==> config.mk <==
export PLATFORM = sky130hd
export DESIGN_NAME = ifb_in_buffer
export DESIGN_NICKNAME = d
export VERILOG_FILES = /design/src/rtl/ifb_pkg.sv /design/src/rtl/ifb_wr_select.sv /design/src/rtl/ifb_bank_store.sv /design/src/rtl/ifb_bank_ctrl.sv /design/src/rtl/ifb_in_buffer.sv
export SDC_FILE = /design/constraint.sdc
export NUM_CORES = 1
export LEC_CHECK = 0
export ABC_CLOCK_PERIOD_IN_PS = 9200
export BUFFER_PORTS_ARGS = -buffer_cell sky130_fd_sc_hd__buf_2
export CAP_MARGIN = 0
export CORE_MARGIN = 5
export CORE_UTILIZATION = 40
export CTS_CLUSTER_DIAMETER = 200
export DETAILED_ROUTE_END_ITERATION = 10
export GPL_ROUTABILITY_DRIVEN = 0
export GPL_TIMING_DRIVEN = 0
export PLACE_DENSITY = 0.62
export SKIP_CTS_REPAIR_TIMING = 1
export SYNTH_ARGS = -nofsm -noshare
export SYNTH_HDL_FRONTEND = slang
export SYNTH_SLANG_ARGS = --single-unit
==> constraint.sdc <==
create_clock -name clk -period 9.2 [get_ports clk]
set_clock_uncertainty 0.15 [all_clocks]
set_input_delay 1.84 -clock clk [delete_from_list [all_inputs] [get_ports clk]]
set_output_delay 1.84 -clock clk [all_outputs]
set_load 0.02 [all_outputs]
==> src/rtl/ifb_pkg.sv <==
package ifb_pkg;
    typedef enum logic {
        SRC_CPU  = 1'b0,
        SRC_FLOW = 1'b1
    } wr_src_e;

    function automatic logic other_bank(input logic b);
        return ~b;
    endfunction
endpackage

==> src/rtl/ifb_wr_select.sv <==
module ifb_wr_select
    import ifb_pkg::*;
#(
    parameter int DATA_W = 8
) (
    input  logic              cfg_flow,
    input  logic              cpu_wr,
    input  logic [DATA_W-1:0] cpu_data,
    input  logic              flow_wr,
    input  logic [DATA_W-1:0] flow_data,
    output logic              wr_req,
    output logic [DATA_W-1:0] wr_data
);
    wr_src_e src;

    always_comb begin
        src = cfg_flow ? SRC_FLOW : SRC_CPU;
        if (src == SRC_FLOW) begin
            wr_req  = flow_wr;
            wr_data = flow_data;
        end else begin
            wr_req  = cpu_wr;
            wr_data = cpu_data;
        end
    end
endmodule

==> src/rtl/ifb_bank_store.sv <==
module ifb_bank_store #(
    parameter int BANK_BYTES = 8,
    parameter int DATA_W     = 8,
    localparam int IDX_W     = (BANK_BYTES > 1) ? $clog2(BANK_BYTES) : 1
) (
    input  logic              clk,
    input  logic              we,
    input  logic              wbank,
    input  logic [IDX_W-1:0]  widx,
    input  logic [DATA_W-1:0] wdata,
    input  logic              rbank,
    input  logic [IDX_W-1:0]  raddr,
    output logic [DATA_W-1:0] rdata
);
    logic [DATA_W-1:0] bank_rd [2];

    for (genvar b = 0; b < 2; b++) begin : g_bank
        logic [DATA_W-1:0] mem_q [BANK_BYTES];

        always_ff @(posedge clk) begin
            if (we && (wbank == 1'(b))) begin
                mem_q[widx] <= wdata;
            end
        end

        always_comb begin
            if (32'(raddr) < BANK_BYTES) begin
                bank_rd[b] = mem_q[raddr];
            end else begin
                bank_rd[b] = '0;
            end
        end
    end

    assign rdata = bank_rd[rbank];
endmodule

==> src/rtl/ifb_bank_ctrl.sv <==
module ifb_bank_ctrl
    import ifb_pkg::*;
#(
    parameter int BANK_BYTES = 8,
    localparam int IDX_W     = (BANK_BYTES > 1) ? $clog2(BANK_BYTES) : 1,
    localparam int CNT_W     = $clog2(BANK_BYTES + 1)
) (
    input  logic             clk,
    input  logic             rst_n,
    input  logic             cfg_auto,
    input  logic             cfg_flow,
    input  logic             wr_req,
    input  logic             flow_eot,
    input  logic             rel_bank,
    input  logic             tx_ack,
    input  logic             kill_bank,
    input  logic             hs_done,
    output logic             wr_allow,
    output logic             wr_fire,
    output logic             wr_bank,
    output logic [IDX_W-1:0] wr_idx,
    output logic [CNT_W-1:0] wr_count,
    output logic             tx_ready,
    output logic             hs_bank,
    output logic             hs_ready,
    output logic [CNT_W-1:0] hs_count
);
    localparam logic [CNT_W-1:0] FULL = CNT_W'(BANK_BYTES);

    typedef struct packed {
        logic                  wp;
        logic                  hp;
        logic [1:0]            rdy;
        logic [1:0][CNT_W-1:0] cnt;
        logic                  eot_hold;
        logic                  txr;
    } state_t;

    state_t           s_q, s_d;
    logic             allow_c;
    logic             fire_c;
    logic [CNT_W-1:0] cnt_after;
    logic             commit_c;
    logic             done_c;
    logic             victim;
    logic             kill_c;
    logic             set_txr;

    always_comb begin
        s_d       = s_q;
        allow_c   = !s_q.rdy[s_q.wp] && (s_q.cnt[s_q.wp] < FULL) && !s_q.eot_hold;
        fire_c    = allow_c && wr_req;
        cnt_after = s_q.cnt[s_q.wp] + CNT_W'(fire_c);
        if (cfg_auto) begin
            commit_c = !s_q.rdy[s_q.wp] &&
                       ((fire_c && (cnt_after == FULL)) || (rel_bank && s_q.eot_hold));
        end else begin
            commit_c = !s_q.rdy[s_q.wp] && rel_bank;
        end
        done_c = hs_done && s_q.rdy[s_q.hp];
        victim = other_bank(s_q.wp);
        kill_c = kill_bank && s_q.rdy[victim] && !commit_c &&
                 !(done_c && (s_q.hp == victim));

        s_d.cnt[s_q.wp] = cnt_after;

        if (commit_c) begin
            s_d.rdy[s_q.wp] = 1'b1;
            s_d.wp          = other_bank(s_q.wp);
            s_d.eot_hold    = 1'b0;
        end else if (cfg_flow && cfg_auto && flow_eot && !s_q.rdy[s_q.wp] &&
                     (cnt_after != '0) && (cnt_after != FULL)) begin
            s_d.eot_hold = 1'b1;
        end

        if (done_c) begin
            s_d.rdy[s_q.hp] = 1'b0;
            s_d.cnt[s_q.hp] = '0;
            s_d.hp          = other_bank(s_q.hp);
        end

        if (kill_c) begin
            s_d.rdy[victim] = 1'b0;
            s_d.cnt[victim] = '0;
            if (!s_q.rdy[s_q.wp] && (cnt_after != '0)) begin
                s_d.hp = s_q.wp;
            end else begin
                s_d.wp = victim;
            end
        end

        set_txr = (commit_c && !s_d.rdy[s_d.wp]) ||
                  (done_c && (s_q.hp == s_q.wp)) ||
                  kill_c;
        s_d.txr = set_txr || (s_q.txr && !tx_ack);
    end

    always_ff @(posedge clk) begin
        if (!rst_n) begin
            s_q          <= '0;
            s_q.txr      <= 1'b1;
        end else begin
            s_q <= s_d;
        end
    end

    assign wr_allow = allow_c;
    assign wr_fire  = fire_c;
    assign wr_bank  = s_q.wp;
    assign wr_idx   = s_q.cnt[s_q.wp][IDX_W-1:0];
    assign wr_count = s_q.cnt[s_q.wp];
    assign tx_ready = s_q.txr;
    assign hs_bank  = s_q.hp;
    assign hs_ready = s_q.rdy[s_q.hp];
    assign hs_count = s_q.cnt[s_q.hp];
endmodule

==> src/rtl/ifb_in_buffer.sv <==
module ifb_in_buffer #(
    parameter int BANK_BYTES = 8,
    parameter int DATA_W     = 8,
    localparam int IDX_W     = (BANK_BYTES > 1) ? $clog2(BANK_BYTES) : 1,
    localparam int CNT_W     = $clog2(BANK_BYTES + 1)
) (
    input  logic              clk,
    input  logic              rst_n,
    input  logic              cfg_auto,
    input  logic              cfg_flow,
    input  logic              cpu_wr,
    input  logic [DATA_W-1:0] cpu_data,
    input  logic              flow_wr,
    input  logic [DATA_W-1:0] flow_data,
    input  logic              flow_eot,
    input  logic              rel_bank,
    input  logic              tx_ack,
    input  logic              tx_ie,
    input  logic              kill_bank,
    input  logic [IDX_W-1:0]  hs_addr,
    input  logic              hs_done,
    output logic              wr_allow,
    output logic [CNT_W-1:0]  wr_count,
    output logic              tx_ready,
    output logic              tx_irq,
    output logic              hs_ready,
    output logic [CNT_W-1:0]  hs_count,
    output logic [DATA_W-1:0] hs_data
);
    logic              wr_req;
    logic [DATA_W-1:0] wr_data;
    logic              wr_fire;
    logic              wr_bank;
    logic [IDX_W-1:0]  wr_idx;
    logic              hs_bank;

    ifb_wr_select #(.DATA_W(DATA_W)) u_sel (
        .cfg_flow  (cfg_flow),
        .cpu_wr    (cpu_wr),
        .cpu_data  (cpu_data),
        .flow_wr   (flow_wr),
        .flow_data (flow_data),
        .wr_req    (wr_req),
        .wr_data   (wr_data)
    );

    ifb_bank_ctrl #(.BANK_BYTES(BANK_BYTES)) u_ctrl (
        .clk       (clk),
        .rst_n     (rst_n),
        .cfg_auto  (cfg_auto),
        .cfg_flow  (cfg_flow),
        .wr_req    (wr_req),
        .flow_eot  (flow_eot),
        .rel_bank  (rel_bank),
        .tx_ack    (tx_ack),
        .kill_bank (kill_bank),
        .hs_done   (hs_done),
        .wr_allow  (wr_allow),
        .wr_fire   (wr_fire),
        .wr_bank   (wr_bank),
        .wr_idx    (wr_idx),
        .wr_count  (wr_count),
        .tx_ready  (tx_ready),
        .hs_bank   (hs_bank),
        .hs_ready  (hs_ready),
        .hs_count  (hs_count)
    );

    ifb_bank_store #(.BANK_BYTES(BANK_BYTES), .DATA_W(DATA_W)) u_store (
        .clk   (clk),
        .we    (wr_fire),
        .wbank (wr_bank),
        .widx  (wr_idx),
        .wdata (wr_data),
        .rbank (hs_bank),
        .raddr (hs_addr),
        .rdata (hs_data)
    );

    assign tx_irq = tx_ready && tx_ie;
endmodule

# == Word-level counts from Yosys, hierarchy flattened ==
# Memories as Yosys holds them, arrays and structs flattened.
# Cells that the tools add are included.
# totals
inputBits,31
reg_bits,14
wordCells,117
latchBits,0
memories,2
mem_bits_ro,0
ramBits,128
out_inout_bits,20
# classes
n_mul,0
muxes,42
add_sub_neg,1
shift,0
order_cmp,9
div,0
n_eq_ne,4
bitwise,13
reduce_logical,39
# memory_table
memory,depth,width,rd,rd_ports_with_merged_regs,wr,line,source
u_store.g_bank[0].mem_q,8,8,1,0,1,ifb_bank_store.sv:18,logic [DATA_W-1:0] mem_q [BANK_BYTES];
u_store.g_bank[1].mem_q,8,8,1,0,1,ifb_bank_store.sv:18,
# ops
operator,count
8-bit 2-to-1 mux,4
4-bit 2-to-1 mux,7
1-bit logical AND,27
1-bit 2-to-1 mux,21
8-bit AND,2
8-bit NOT,2
4-bit demux with 1-bit select,3
12-bit 2-to-1 mux,1
11-bit 2-to-1 mux,1
8-bit bitwise mux,1
"1-bit by 2-bit < comparator with 1-bit output, second input constant",4
1-bit logical NOT,6
4-bit by 1-bit adder with 4-bit output,1
2-bit AND,2
"4-bit equality test, second input constant",1
1-bit logical OR,4
"4-bit < comparator, second input constant",1
"4-bit inequality test, second input constant",1
2-bit NOT,2
4-bit nonzero test,1
1-bit demux with 1-bit select,3
"1-bit greater-or-equal comparator, second input constant",3
1-bit NOT,3
1-bit equality test,2
other kinds (5),5

# == Logic depth before layout (Yosys ltp) ==
# logic_depth
ltp_word,24
depth_mapped,11
depth_no_buf,10

# == Modules after synthesis ==
# From an unflattened synthesis, not the netlist that was laid out.
# unflattened
cells_unflattened,363
area_unflattened_um2,6237.2
# by_module_without_submodules
module,seq_area_each_um2,n_inst,cells_per_inst,area_each_um2
ifb_bank_store,3843.7,1,221,4987.3
ifb_bank_ctrl,280.3,1,131,1097.3
ifb_wr_select,0.0,1,10,146.4
ifb_in_buffer,0.0,1,1,6.3

# == Worst setup path after synthesis ==
# OpenSTA, ideal clock, no wires.
# synth_timing
kind,input to output
start,input hs_addr[0]
end,output hs_data[0]
stages,4
required_ps,7210
arrival_ps,3423
n_path_buf,2
slack_ps,3787
path_cell_list,clkbuf_1 buf_2 mux4_2 mux4_2
# synth_between
elab_chain_len,4
elab_cells_between_ends,5
cone_classes,mux (3); memory (2)
# synth_rtl
item,line,source
"start, declared",ifb_in_buffer.sv:20,"input logic [IDX_W-1:0] hs_addr,"
memory 8 x 8 bit,--,
8-bit 2-to-1 mux (not written as such) (*) (3 in a row),ifb_bank_store.sv:35,assign rdata = bank_rd[rbank];
"end, declared",ifb_in_buffer.sv:28,output logic [DATA_W-1:0] hs_data
# Every way passes the cells marked *; elsewhere a longest branch is shown, timed or not. The select of a mux whose other input is x is not followed.

# == Final worst setup path ==
# layout_timing
start,input hs_addr[0]
end,output hs_data[6]
# The elaborated chain is that of the path after synthesis.

==> reports/metrics.yaml <==
run_status:
  outcome: "finished, final reports clean"
clock_tree:
  h-tree-depth: 4
  cts_tree: "done"
  path_clk_slew_ns: 0.06
  cts_buffer_depth: 2
  cts_buffers: 17
  clock_latency_ns: 0.41
  root_buffer: "clkbuf_16"
  clkSinkCount: 142
routing:
  firstDrtPassIters: 5
  vias: 3338
  via_per_inst: 5.53
  ant_nets: 0
  drt_iter0_markers: 298
  wl_per_cell_um: 20.7
  drc: 0
  wirelength_um: 12500
logic_synthesis:
  ys_types: 44
  synth_cells: 341
  synth-main-ff-cell: "edfxtp_1"
  ys_warn_count: 0
  synth-seq-cells: 142
  synth_fp_nets: 374
  synth-async-reset-ratio_pct: 0
  yosysSeqAreaShare_pct: 68.8
  syn_area_per_cell_um2: 17.6
  synth_area_um2: 6000
  synth_edf_count: 128
worst_hold_path:
  hold_path.class: "flip-flop to flip-flop"
setup_path:
  cp_slowest_cell: "mux4_2"
  worst-path-max-fanout: 10
  cp_cell_sequence: "clkbuf_1 -> buf_2 -> mux4_2 -> mux4_2 -> buf_2"
  critPathTopFamily: "multiplexers"
  critPathLaunchType: "input pin"
  path_buf_inv: 3
  critPathKind: "input pin to primary output"
  critical_path_arrival_ns: 3.81
  cp.required_ns: 7.21
  critPathMaxStageDelay_ns: 0.60
  endpoint_kind: "primary output"
timing:
  drv_slew: 0
  fmax_mhz: 172
  period_minus_slack_ns: 5.80
  hold_slack_ns: 0.360
  grt_setup_unrepaired: "no"
  timing.final.hold_violations: 0
  fin_crit_sh_pct: 63.0
  fin_setup_tns_ns: 0
  tightest_slew_ns: 0.979
  slew_headroom_pct: 34.5
  worst_slack_ns: 3.40
  finalSetupViolations: 0
power:
  seqPwrFrac_pct: 47.6
  p_leak_nw: 2.37
  powerDensity_nw_per_um2: 219
  p_sw_mw: 0.374
  vdd_ir_drop_max_uv: 140
  pwr-share-comb_pct: 10.2
  intPower_mw: 1.16
  p_clk_share_pct: 42.1
  p_sw_share_pct: 24.4
global_route:
  gr-usage-met1_pct: 19.5
  gr-total-overflow: 0
  grt_first_pass_wirelength_um: 20100
  grt_max_degree: 17
  first_global_vias: 3541
  grtUsageTotal_pct: 15.0
  globalRoute.busiestLayer: "met2"
  grtUsageMet2_pct: 24.6
  antenna_found_initial: 1
  grtUsageMet3_pct: 4.18
cells_and_area:
  drive_gt1_share_pct: 34.8
  area_delta_synth_final_pct: 17.1
  fin_nets: 440
  most-common-layout-cells: "edfxtp_1, buf_2, mux4_2"
  n_antenna_cell: 0
  final_common_cell: "edfxtp_1"
floorplanning:
  row_count: 44
  start_util_pct: 41.0
  dieHeight_um: 132
  die_w_um: 132
  boundaryPins: 51
  dieArea_um2: 17500
  core_area_um2: 14600
place:
  pre_cts_slack_ns: 3.36
  dp_hpwl_um: 8450
  portBuffers: 47
job:
  drv_cap: 0
## state kept, by name (all words and copies together) (netlist names)
name / count
u_ctrl.tx_ready: 1
u_ctrl.hs_bank: 1
u_ctrl.s_q: 11
u_store.g_bank.mem_q: 128
u_ctrl.wr_bank: 1
## cells by family (layout without fill, tap and decap cells)
kind of cell,count (synthesis),after routing,share of synthesized area [%]
adders and majority gates,2,2,0.417
buffers and inverters,25,104,1.71
DFF,142,142,68.8
AOI/OAI and AO/OA,39,39,4.74
and+or+nand+nor,75,75,6.01
muxes,58,58,18.4
## power groups by stage
stage          registers, mW  clock network, mW  logic [mW]
2_1_floorplan          0.744                  0       0.110
3_3_place_gp           0.745                  0       0.156
3_5_place_dp           0.746                  0       0.158
4_1_cts                0.732              0.656       0.159
5_1_grt                0.733              0.691       0.172
6_report               0.732              0.647       0.157
## per-stage QoR
step	util (%)	instance area, um2	instances	power, mW
3_5_place_dp	44.1	6460	572	0.904
3_3_place_gp	44.1	6460	572	0.900
5_1_grt	48.0	7020	604	1.60
6_report	48.0	7020	604	1.54
4_1_cts	48.0	7020	604	1.55
2_1_floorplan	-	6000	341	0.854
## cell usage after synthesis (2+ instances only)
master | n | area (um2)
nand3_1 | 7 | 35.0
nor2_1 | 20 | 75.1
a21oi_1 | 7 | 35.0
ha_1 | 2 | 25.0
inv_1 | 8 | 30.0
edfxtp_1 | 128 | 3840
and3b_1 | 2 | 17.5
mux4_2 | 40 | 901
a31oi_1 | 4 | 25.0
nand2b_1 | 2 | 12.5
a21boi_0 | 2 | 15.0
mux2_2 | 14 | 158
nor3_1 | 5 | 25.0
a22o_1 | 4 | 35.0
dfxtp_1 | 14 | 280
clkbuf_1 | 10 | 37.5
o21ai_0 | 8 | 40.0
or3_1 | 2 | 12.5
o41ai_1 | 2 | 17.5
nor2b_1 | 2 | 12.5
mux2i_1 | 3 | 30.0
buf_2 | 4 | 20.0
a31o_2 | 2 | 17.5
nand4_1 | 4 | 25.0
and2_1 | 3 | 18.8
nand2_1 | 24 | 90.1
## final cells by class
type | count | area (um2)
sequential | 142 | 4120
tap | 184 | 230
clock buffer | 17 | 425
clock inverter | 15 | 135
multi-input combinational | 174 | 1770
timing repair buffer | 47 | 235
inverter | 9 | 33.8
fill | 1254 | 7620
buffer | 16 | 68.8
## routing by layer
metal / vias to the layer above / share of wire, % / routed length (um)
met5: - / 0.11 / 14
met4: 2 / 1.4 / 174
met3: 17 / 4.3 / 535
met2: 91 / 50 / 6270
met1: 1700 / 44 / 5510
li1: 1528 / - / -
## final timing paths
path | to | cells past startpoint | startpoint | slack (ns)
min reg2reg | u_ctrl.s_q[2] | 1 | u_ctrl.s_q[2] | 0.36
min | u_ctrl.s_q[2] | 1 | u_ctrl.s_q[2] | 0.36
max | hs_data[6] | 5 | hs_addr[0] | 3.40
max reg2reg | u_ctrl.s_q[3] | 11 | u_ctrl.s_q[10] | 5.38
Note: power is estimated with default switching activity, not from simulation.
